**config.mk**
```make
export PLATFORM = sky130hd
export DESIGN_NAME = bit_cycle_gate
export DESIGN_NICKNAME = d
export VERILOG_FILES = /design/src/rtl/bcg_pkg.sv /design/src/rtl/bcg_edge_det.sv /design/src/rtl/bcg_phase_merge.sv /design/src/rtl/bcg_window_fsm.sv /design/src/rtl/bit_cycle_gate.sv
export SDC_FILE = /design/constraint.sdc
export NUM_CORES = 1
export LEC_CHECK = 0
export ABC_AREA = 1
export BUFFER_PORTS_ARGS = -buffer_cell sky130_fd_sc_hd__buf_2
export CORE_AREA = 4 4 41 43
export DETAILED_ROUTE_END_ITERATION = 8
export DIE_AREA = 0 0 45 47
export RECOVER_POWER = 50
export SYNTH_ARGS = -nofsm -noshare
export SYNTH_HDL_FRONTEND = slang
export SYNTH_SLANG_ARGS = --single-unit
```
**constraint.sdc**
```tcl
create_clock -name clk -period 2.3 [get_ports clk]
set_input_delay 0.345 -clock clk [delete_from_list [all_inputs] [get_ports clk]]
set_output_delay 0.345 -clock clk [all_outputs]
set_load 0.1 [all_outputs]
```
**src/rtl/bcg_pkg.sv**
```systemverilog
package bcg_pkg;

    typedef enum logic [1:0] {
        WIN_IDLE  = 2'd0,
        WIN_INDEX = 2'd1,
        WIN_RUN   = 2'd2,
        WIN_CHECK = 2'd3
    } win_state_e;

endpackage

```
**src/rtl/bcg_edge_det.sv**
```systemverilog
module bcg_edge_det #(
    parameter int N = 4
) (
    input  logic         clk,
    input  logic         rst_n,
    input  logic [N-1:0] level_i,
    output logic [N-1:0] rise_o
);

    logic [N-1:0] prev_q;

    always_ff @(posedge clk or negedge rst_n) begin
        if (!rst_n) prev_q <= '0;
        else        prev_q <= level_i;
    end

    for (genvar i = 0; i < N; i++) begin : g_rise
        assign rise_o[i] = level_i[i] & ~prev_q[i];

        // a detected rise never lasts two cycles
        a_r5_single_rise : assert property (@(posedge clk) disable iff (!rst_n)
            rise_o[i] |=> !rise_o[i]);
    end

endmodule

```
**src/rtl/bcg_phase_merge.sv**
```systemverilog
module bcg_phase_merge #(
    parameter int N       = 4,
    parameter int PHASE_A = 0,
    parameter int PHASE_B = 2,
    localparam int SEL_W  = (N > 1) ? $clog2(N) : 1
) (
    input  logic [N-1:0]     rise_i,
    input  logic             drum_mode_i,
    input  logic [SEL_W-1:0] normal_sel_i,
    output logic             sel_rise_o
);

    logic [N-1:0] drum_mask;
    logic         drum_hit;
    logic         normal_hit;

    for (genvar i = 0; i < N; i++) begin : g_mask
        assign drum_mask[i] = (i == PHASE_A) || (i == PHASE_B);
    end

    assign drum_hit = |(rise_i & drum_mask);

    always_comb begin
        normal_hit = 1'b0;
        for (int k = 0; k < N; k++) begin
            if (normal_sel_i == SEL_W'(k)) normal_hit = rise_i[k];
        end
    end

    assign sel_rise_o = drum_mode_i ? drum_hit : normal_hit;

endmodule

```
**src/rtl/bcg_window_fsm.sv**
```systemverilog
module bcg_window_fsm
    import bcg_pkg::*;
(
    input  logic clk,
    input  logic rst_n,
    input  logic idle_rst_i,
    input  logic drum_mode_i,
    input  logic area_start_i,
    input  logic hold_on_index_i,
    input  logic read_mode_i,
    input  logic d2_bs_i,
    input  logic check_area_i,
    input  logic d5_i,
    input  logic late_end_i,
    output logic gate_open_o,
    output logic in_check_o
);

    win_state_e state_q, state_d;

    always_ff @(posedge clk or negedge rst_n) begin
        if (!rst_n) state_q <= WIN_IDLE;
        else        state_q <= state_d;
    end

    always_comb begin
        state_d = state_q;
        if (idle_rst_i) begin
            state_d = WIN_IDLE;
        end else begin
            unique case (state_q)
                WIN_IDLE: begin
                    if (area_start_i)         state_d = WIN_RUN;
                    else if (hold_on_index_i) state_d = WIN_INDEX;
                end
                WIN_INDEX: begin
                    if (area_start_i) state_d = WIN_RUN;
                end
                WIN_RUN: begin
                    if (!drum_mode_i && read_mode_i && d2_bs_i) state_d = WIN_IDLE;
                    else if (check_area_i)                      state_d = WIN_CHECK;
                end
                WIN_CHECK: begin
                    if (drum_mode_i ? d5_i : late_end_i) state_d = WIN_IDLE;
                end
                default: state_d = WIN_IDLE;
            endcase
        end
    end

    always_comb begin
        gate_open_o = (state_q != WIN_IDLE);
        in_check_o  = (state_q == WIN_CHECK);
    end

    // drum mode never leaves RUN through the D2 stop
    a_r9_drum_keeps_running : assert property (@(posedge clk) disable iff (!rst_n)
        (state_q == WIN_RUN && drum_mode_i && !idle_rst_i) |=> (state_q != WIN_IDLE));

    // normal mode stays in CHECK until the late strobe
    a_r10_normal_check_hold : assert property (@(posedge clk) disable iff (!rst_n)
        (state_q == WIN_CHECK && !drum_mode_i && !late_end_i && !idle_rst_i)
        |=> (state_q == WIN_CHECK));

    // idle reset always closes the window
    a_r11_idle_closes : assert property (@(posedge clk) disable iff (!rst_n)
        idle_rst_i |=> (state_q == WIN_IDLE));

endmodule

```
**src/rtl/bit_cycle_gate.sv**
```systemverilog
module bit_cycle_gate #(
    parameter int NUM_PHASES = 4,
    parameter int DRUM_PH_A  = 0,
    parameter int DRUM_PH_B  = 2,
    localparam int SEL_W     = (NUM_PHASES > 1) ? $clog2(NUM_PHASES) : 1
) (
    input  logic                  clk,
    input  logic                  rst_n,
    input  logic                  idle_rst,
    input  logic                  drum_mode,
    input  logic [NUM_PHASES-1:0] phase_in,
    input  logic [SEL_W-1:0]      normal_sel,
    input  logic                  area_start,
    input  logic                  hold_on_index,
    input  logic                  read_mode,
    input  logic                  d2_bs_strobe,
    input  logic                  check_area,
    input  logic                  d5_strobe,
    input  logic                  late_end_strobe,
    output logic                  bit_cycle_o,
    output logic                  gate_open_o,
    output logic                  check_window_o
);

    logic [NUM_PHASES-1:0] rise;
    logic                  sel_rise;
    logic                  gate_open;
    logic                  in_check;
    logic                  pulse_q;

    bcg_edge_det #(.N(NUM_PHASES)) u_edge (
        .clk     (clk),
        .rst_n   (rst_n),
        .level_i (phase_in),
        .rise_o  (rise)
    );

    bcg_phase_merge #(
        .N       (NUM_PHASES),
        .PHASE_A (DRUM_PH_A),
        .PHASE_B (DRUM_PH_B)
    ) u_merge (
        .rise_i       (rise),
        .drum_mode_i  (drum_mode),
        .normal_sel_i (normal_sel),
        .sel_rise_o   (sel_rise)
    );

    bcg_window_fsm u_win (
        .clk             (clk),
        .rst_n           (rst_n),
        .idle_rst_i      (idle_rst),
        .drum_mode_i     (drum_mode),
        .area_start_i    (area_start),
        .hold_on_index_i (hold_on_index),
        .read_mode_i     (read_mode),
        .d2_bs_i         (d2_bs_strobe),
        .check_area_i    (check_area),
        .d5_i            (d5_strobe),
        .late_end_i      (late_end_strobe),
        .gate_open_o     (gate_open),
        .in_check_o      (in_check)
    );

    always_ff @(posedge clk or negedge rst_n) begin
        if (!rst_n)        pulse_q <= 1'b0;
        else if (idle_rst) pulse_q <= 1'b0;
        else               pulse_q <= gate_open & sel_rise;
    end

    assign bit_cycle_o    = pulse_q;
    assign gate_open_o    = gate_open;
    assign check_window_o = in_check;

    // a pulse only follows a cycle with the gate open
    a_r6_closed_no_pulse : assert property (@(posedge clk) disable iff (!rst_n)
        bit_cycle_o |-> $past(gate_open));

    // in drum mode only phase one or three can cause a pulse
    a_r3_drum_phase_only : assert property (@(posedge clk) disable iff (!rst_n)
        ($past(drum_mode) && !$past(phase_in[DRUM_PH_A]) && !$past(phase_in[DRUM_PH_B]))
        |-> !bit_cycle_o);

    // idle reset suppresses the pulse of its cycle
    a_r11_idle_no_pulse : assert property (@(posedge clk) disable iff (!rst_n)
        $past(idle_rst) |-> (!bit_cycle_o && !gate_open_o));

endmodule

```
# After elaboration in Yosys (flattened, before gate mapping)
# Index checks and enable logic that the tools add are counted.
dict set report classes {
  n_eq_ne 10
  mux 15
  n_bitwise 9
  n_reduce_logical 8
}
# cell n
set op_table {}
lappend op_table {{$mux 2} 7}
lappend op_table {{$eq 2x2->1 const B} 4}
lappend op_table {{$pmux 2 s4} 1}
lappend op_table {{$mux 1} 7}
lappend op_table {{$and 1x1->1} 5}
lappend op_table {{$eq 2x1->1 const B} 2}
lappend op_table {{$logic_not 2->1} 2}
lappend op_table {{$ne 4x3->1 const B} 1}
lappend op_table {{$ne 4x4->1 const B} 1}
lappend op_table {{$not 1->1} 4}
lappend op_table {{$reduce_and 4->1} 1}
lappend op_table {{$ne 3x2->1 const B} 1}
lappend op_table {{$ne 3x3->1 const B} 1}
lappend op_table {{$logic_and 1x1->1} 2}
lappend op_table {{$reduce_bool 2->1} 1}
lappend op_table {{$reduce_or 2->1} 1}
lappend op_table {{$logic_not 1->1} 1}
dict set report word_totals {
  regBits 7
  inputBits 17
  output_inout_bits 3
  word_cells 45
}

# Depth between registers and ports, before layout
dict set report depth {
  word_depth 9
  ltp_mapped 7
}

# Cells and area by module
# Synthesis repeated with hierarchy kept, for this count alone.
dict set report hier_totals {
  hier_cells 63
  area_unflattened_um2 445.4
}
# module n_inst cells_per_inst area_per_inst_um2 seq_area_each_um2
set modules_own_cells {}
lappend modules_own_cells {bcg_window_fsm 1 33 209.0 50.0}
lappend modules_own_cells {bcg_edge_det 1 12 140.1 100.1}
lappend modules_own_cells {bcg_phase_merge 1 15 61.3 0.0}
lappend modules_own_cells {bit_cycle_gate 1 3 35.0 25.0}

# Worst setup path before layout
# OpenSTA, ideal clock, no wires.
dict set report synth_path {
  path_kind {flip-flop to flip-flop}
  start {register u_win.state_q[0]}
  end {register u_win.state_q[0]}
  t_arrival_ns 1.582
  required_ns 2.182
  setup_slack_ns 0.600
  stages_incl_launch_ff 7
  path_buffers 0
  synth_period_minus_slack_ns 1.700
  cell_sequence {dfrtp_1 nand2_1 clkinv_1 nand4_1 nand3_1 nand2_1 nand2_1}
}
dict set report synth_via {
  elab_chain_len 3
  elab_cells_between_ends 11
}
# item line_no
set synth_rtl {}
lappend synth_rtl {{start: declaration} bcg_window_fsm.sv:19} ;# win_state_e state_q, state_d;
lappend synth_rtl {{start signal: assignment} bcg_window_fsm.sv:23} ;# else state_q <= state_d;
lappend synth_rtl {{$eq 2x2->1 (*)} -}
lappend synth_rtl {{net check_window_o} bit_cycle_gate.sv:22} ;# output logic check_window_o
lappend synth_rtl {{$ne 3x2->1 (no line) or $pmux 2 s4 (tied branches)} -}
lappend synth_rtl {{$reduce_and 4->1 (no line) or $mux 2 (tied branches)} -}
# Mark *: on every way through the listed nets, which the timed path passes. The rest lies on a longest branch.
# A chain may end at the register's enable or synchronous reset.

# Worst setup path after layout
dict set report layout_path {
  start {register u_win.state_q[0]}
  end {output check_window_o}
}
dict set report layout_via {
  elab_chain_len 1
}
# item line_no
set layout_rtl {}
lappend layout_rtl {{$eq 2x2->1} bcg_window_fsm.sv:53} ;# in_check_o = (state_q == WIN_CHECK);
lappend layout_rtl {{end: declaration} bit_cycle_gate.sv:22}
# Every way passes these cells.

==> impl_metrics.csv <==
group,metric,value,unit
run_status,status,"finished, final reports clean",
critical_path,cp_cell_sequence,"nand2_1 -> clkinv_1 -> buf_2",
sta,layout_worst_path_cycle_share,0.698,
floorplanning,io_pins,20,
critical_path,max_stage_delay,0.43,ns
critical_path,path_class,"reg -> out",
synthesis,synthXorXnorAreaFrac,0,
synthesis,syn_nets,76,
synthesis,synth_seq_cells,7,
drt,dr.first_iter.drc_count,9,
clock_tree,cts_buffers,3,
layout,n_fill_cell,145,
global_route,grt.met2_usage,0.169,
drt,vias,432,
global_route,grt_pass1_vias,390,
drt,firstDrtPassIters,3,
sta,setup_viol_count_final,0,
global_route,grtUsageTotal,0.0955,
synthesis,ys_top_cells_by_area,"dfrtp_1 (43%), nand2_1 (12%), inv_1 (10%)",
layout,syn_to_final_growth,35.7,%
placed_design,hpwlAfterDp,816,um
drt,drc,0,
sta,worst_hold_slack,0.214,ns
sta,post-route-min-period,1.61,ns
synthesis,ys_warn_count,0,
layout,final_cell_mix,"buf_2 (15), nand2_1 (13), inv_1 (11)",
placed_design,port_buffers,19,
synthesis,syn_area_per_cell,6.89,um^2
sta,tns,0,ns
critical_path,worstSetupEndpointType,"output pin",
sta,worst_pin_slew,0.486,ns
synthesis,muxShareOfSynthArea,0,
sta,hold_viol,0,
critical_path,worstPathArrival,1.26,ns
clock_tree,cts_buffer_depth,2,
floorplanning,die_area,2120,um^2
layout,final_nets,101,
critical_path,worstPathRequired,1.96,ns
global_route,grt_overflow,0,
global_route,grt_pass1_wl,1450,um
global_route,grt_max_degree,8,
critical_path,worstSetupStartpointType,"flip-flop",
clock_tree,ctsResizeCount,0,
clock_tree,clkTransAtPathRegs,0.06,ns
power_and_ir_drop,power.density,876,nW/um^2
synthesis,synth_cell_types,14,
global_route,grt_busiest_layer,"met2",
synthesis,synth_top_area_cell,"dfrtp_1",
drt,antenna_left,0,
floorplanning,fp.dieW,45,um
synthesis,synth_top_family_by_area,"simple AND/OR/NAND/NOR gates",
clock_tree,root_buffer,"clkbuf_4",
power_and_ir_drop,power,0.483,mW
clock_tree,clock-sinks,7,
synthesis,synth_compound_area_frac,0.0800,
layout,fin_cells,98,
power_and_ir_drop,p_leak,0.318,nW
placed_design,gp_congestion,0.860,
synthesis,synthesis.area,407,um^2
global_route,antenna_found_initial,0,
layout,drive_gt1_frac,0.265,
global_route,met1_usage,0.102,
sta,slew_violations,0,
run,maxCapViolCount,0,
sta,rsz0062_at_grt,"false",
synthesis,synth-seq-area-share,0.431,
power_and_ir_drop,ir_drop,0.340,mV
sta,clock.fmax,623,MHz
drt,drt-wirelength-per-cell,9.81,um
critical_path,cp_slowest_cell,"dfrtp_1",
synthesis,synth_fa_ha_area_frac,0,
sta,fin_skew,0.00820,ns
floorplanning,core,1300,um^2
sta,max-slew-margin-rel,0.678,
worst_hold_path,min_path_type,"in -> reg",
drt,avgViaCountPerCell,4.41,
floorplanning,start_util,0.313,
synthesis,synth-simple-area-share,0.369,
clock_tree,post-cts-setup-buffers,0,
clock_tree,cts_tree,"yes",
global_route,grt.met3_usage,0.0268,
synthesis,synth_top_cell_area_share,0.431,
floorplanning,die_y,47,um
clock_tree,htree_levels,1,
floorplanning,num_rows,13,
clock_tree,clk_latency,0.25,ns
layout,final_common_cell,"buf_2",
placed_design,placedCellCount,93,
critical_path,critPathMaxFanout,6,
synthesis,synth_cells,59,
drt,drt-total-wl,961,um
clock_tree,cts_hold_buf,1,
layout,utilization,0.424,
layout,antenna_cells,0,
per-layer routing:
metal / up-vias / routed length [um]
li1: 231 / -
met3: 2 / 79
met2: 14 / 462
met5: - / 0
met4: 0 / 8
met1: 185 / 411
stage by stage:
stage          area, um^2  worst slack (ns)
2_1_floorplan         407             0.600
3_3_place_gp          520             0.961
3_5_place_dp          520             0.949
4_1_cts               557             0.685
5_1_grt               552             0.629
6_report              552             0.694
kinds of logic after synthesis:
family	Yosys count
buf+inv	13
flops	7
compound gates	6
simple gates	33
layout make-up:
cell class / instances / area (um^2) / area share
flip-flops and latches: 7 / 175 / 0.317
inverters: 13 / 48.8 / 0.0884
repair buffers: 20 / 100 / 0.181
well taps: 15 / 18.8 / 0.0340
multi-input cells: 39 / 183 / 0.331
clock buffers: 4 / 26.3 / 0.0476
where the power goes:
group	internal, mW	switching (mW)
combinational	0.0510	0.165
sequential	0.140	0.0183
clock	0.0660	0.0424
total	0.257	0.226
worst paths after layout:
check	cells past startpoint	from	end	slack [ns]
setup / recovery	3	u_win.state_q[0]$_DFFE_PN0P_	check_window_o	0.69
hold / removal	1	phase_in[2]	u_edge.prev_q[2]$_DFF_PN0_	0.21
setup reg to reg	4	u_win.state_q[0]$_DFFE_PN0P_	u_win.state_q[0]$_DFFE_PN0P_	1.22
hold reg to reg	2	u_win.state_q[0]$_DFFE_PN0P_	u_win.state_q[0]$_DFFE_PN0P_	0.60
max in group asynchronous	2	rst_n	u_win.state_q[1]$_DFFE_PN0P_	1.47
min in group asynchronous	2	rst_n	u_edge.prev_q[1]$_DFF_PN0_	0.54
worst max-delay path, delay by kind of cell (launching register included):
family	cells	cell delay [ns]
AND/OR/NAND/NOR	1	0.11
flip-flops	1	0.43
buffers and inverters	2	0.47
sequential cells by signal, summed over array words and instances, names as in the netlist:
register,count
bit_cycle_o,1
u_edge.prev_q,4
u_win.state_q,2
synthesized netlist by cell type:
| library cell | count |
|---|---|
| nand2_1 | 13 |
| inv_1 | 11 |
| dfrtp_1 | 7 |
| nand3_1 | 7 |
| nor2_1 | 7 |
| nor2_2 | 3 |
| a21oi_1 | 2 |
| nand3b_1 | 2 |
| o21ai_0 | 2 |
| clkinv_1 | 1 |
| inv_2 | 1 |
| nand4_1 | 1 |
| o211ai_1 | 1 |
| o21ai_1 | 1 |
Power figures use the tool's default switching activity.
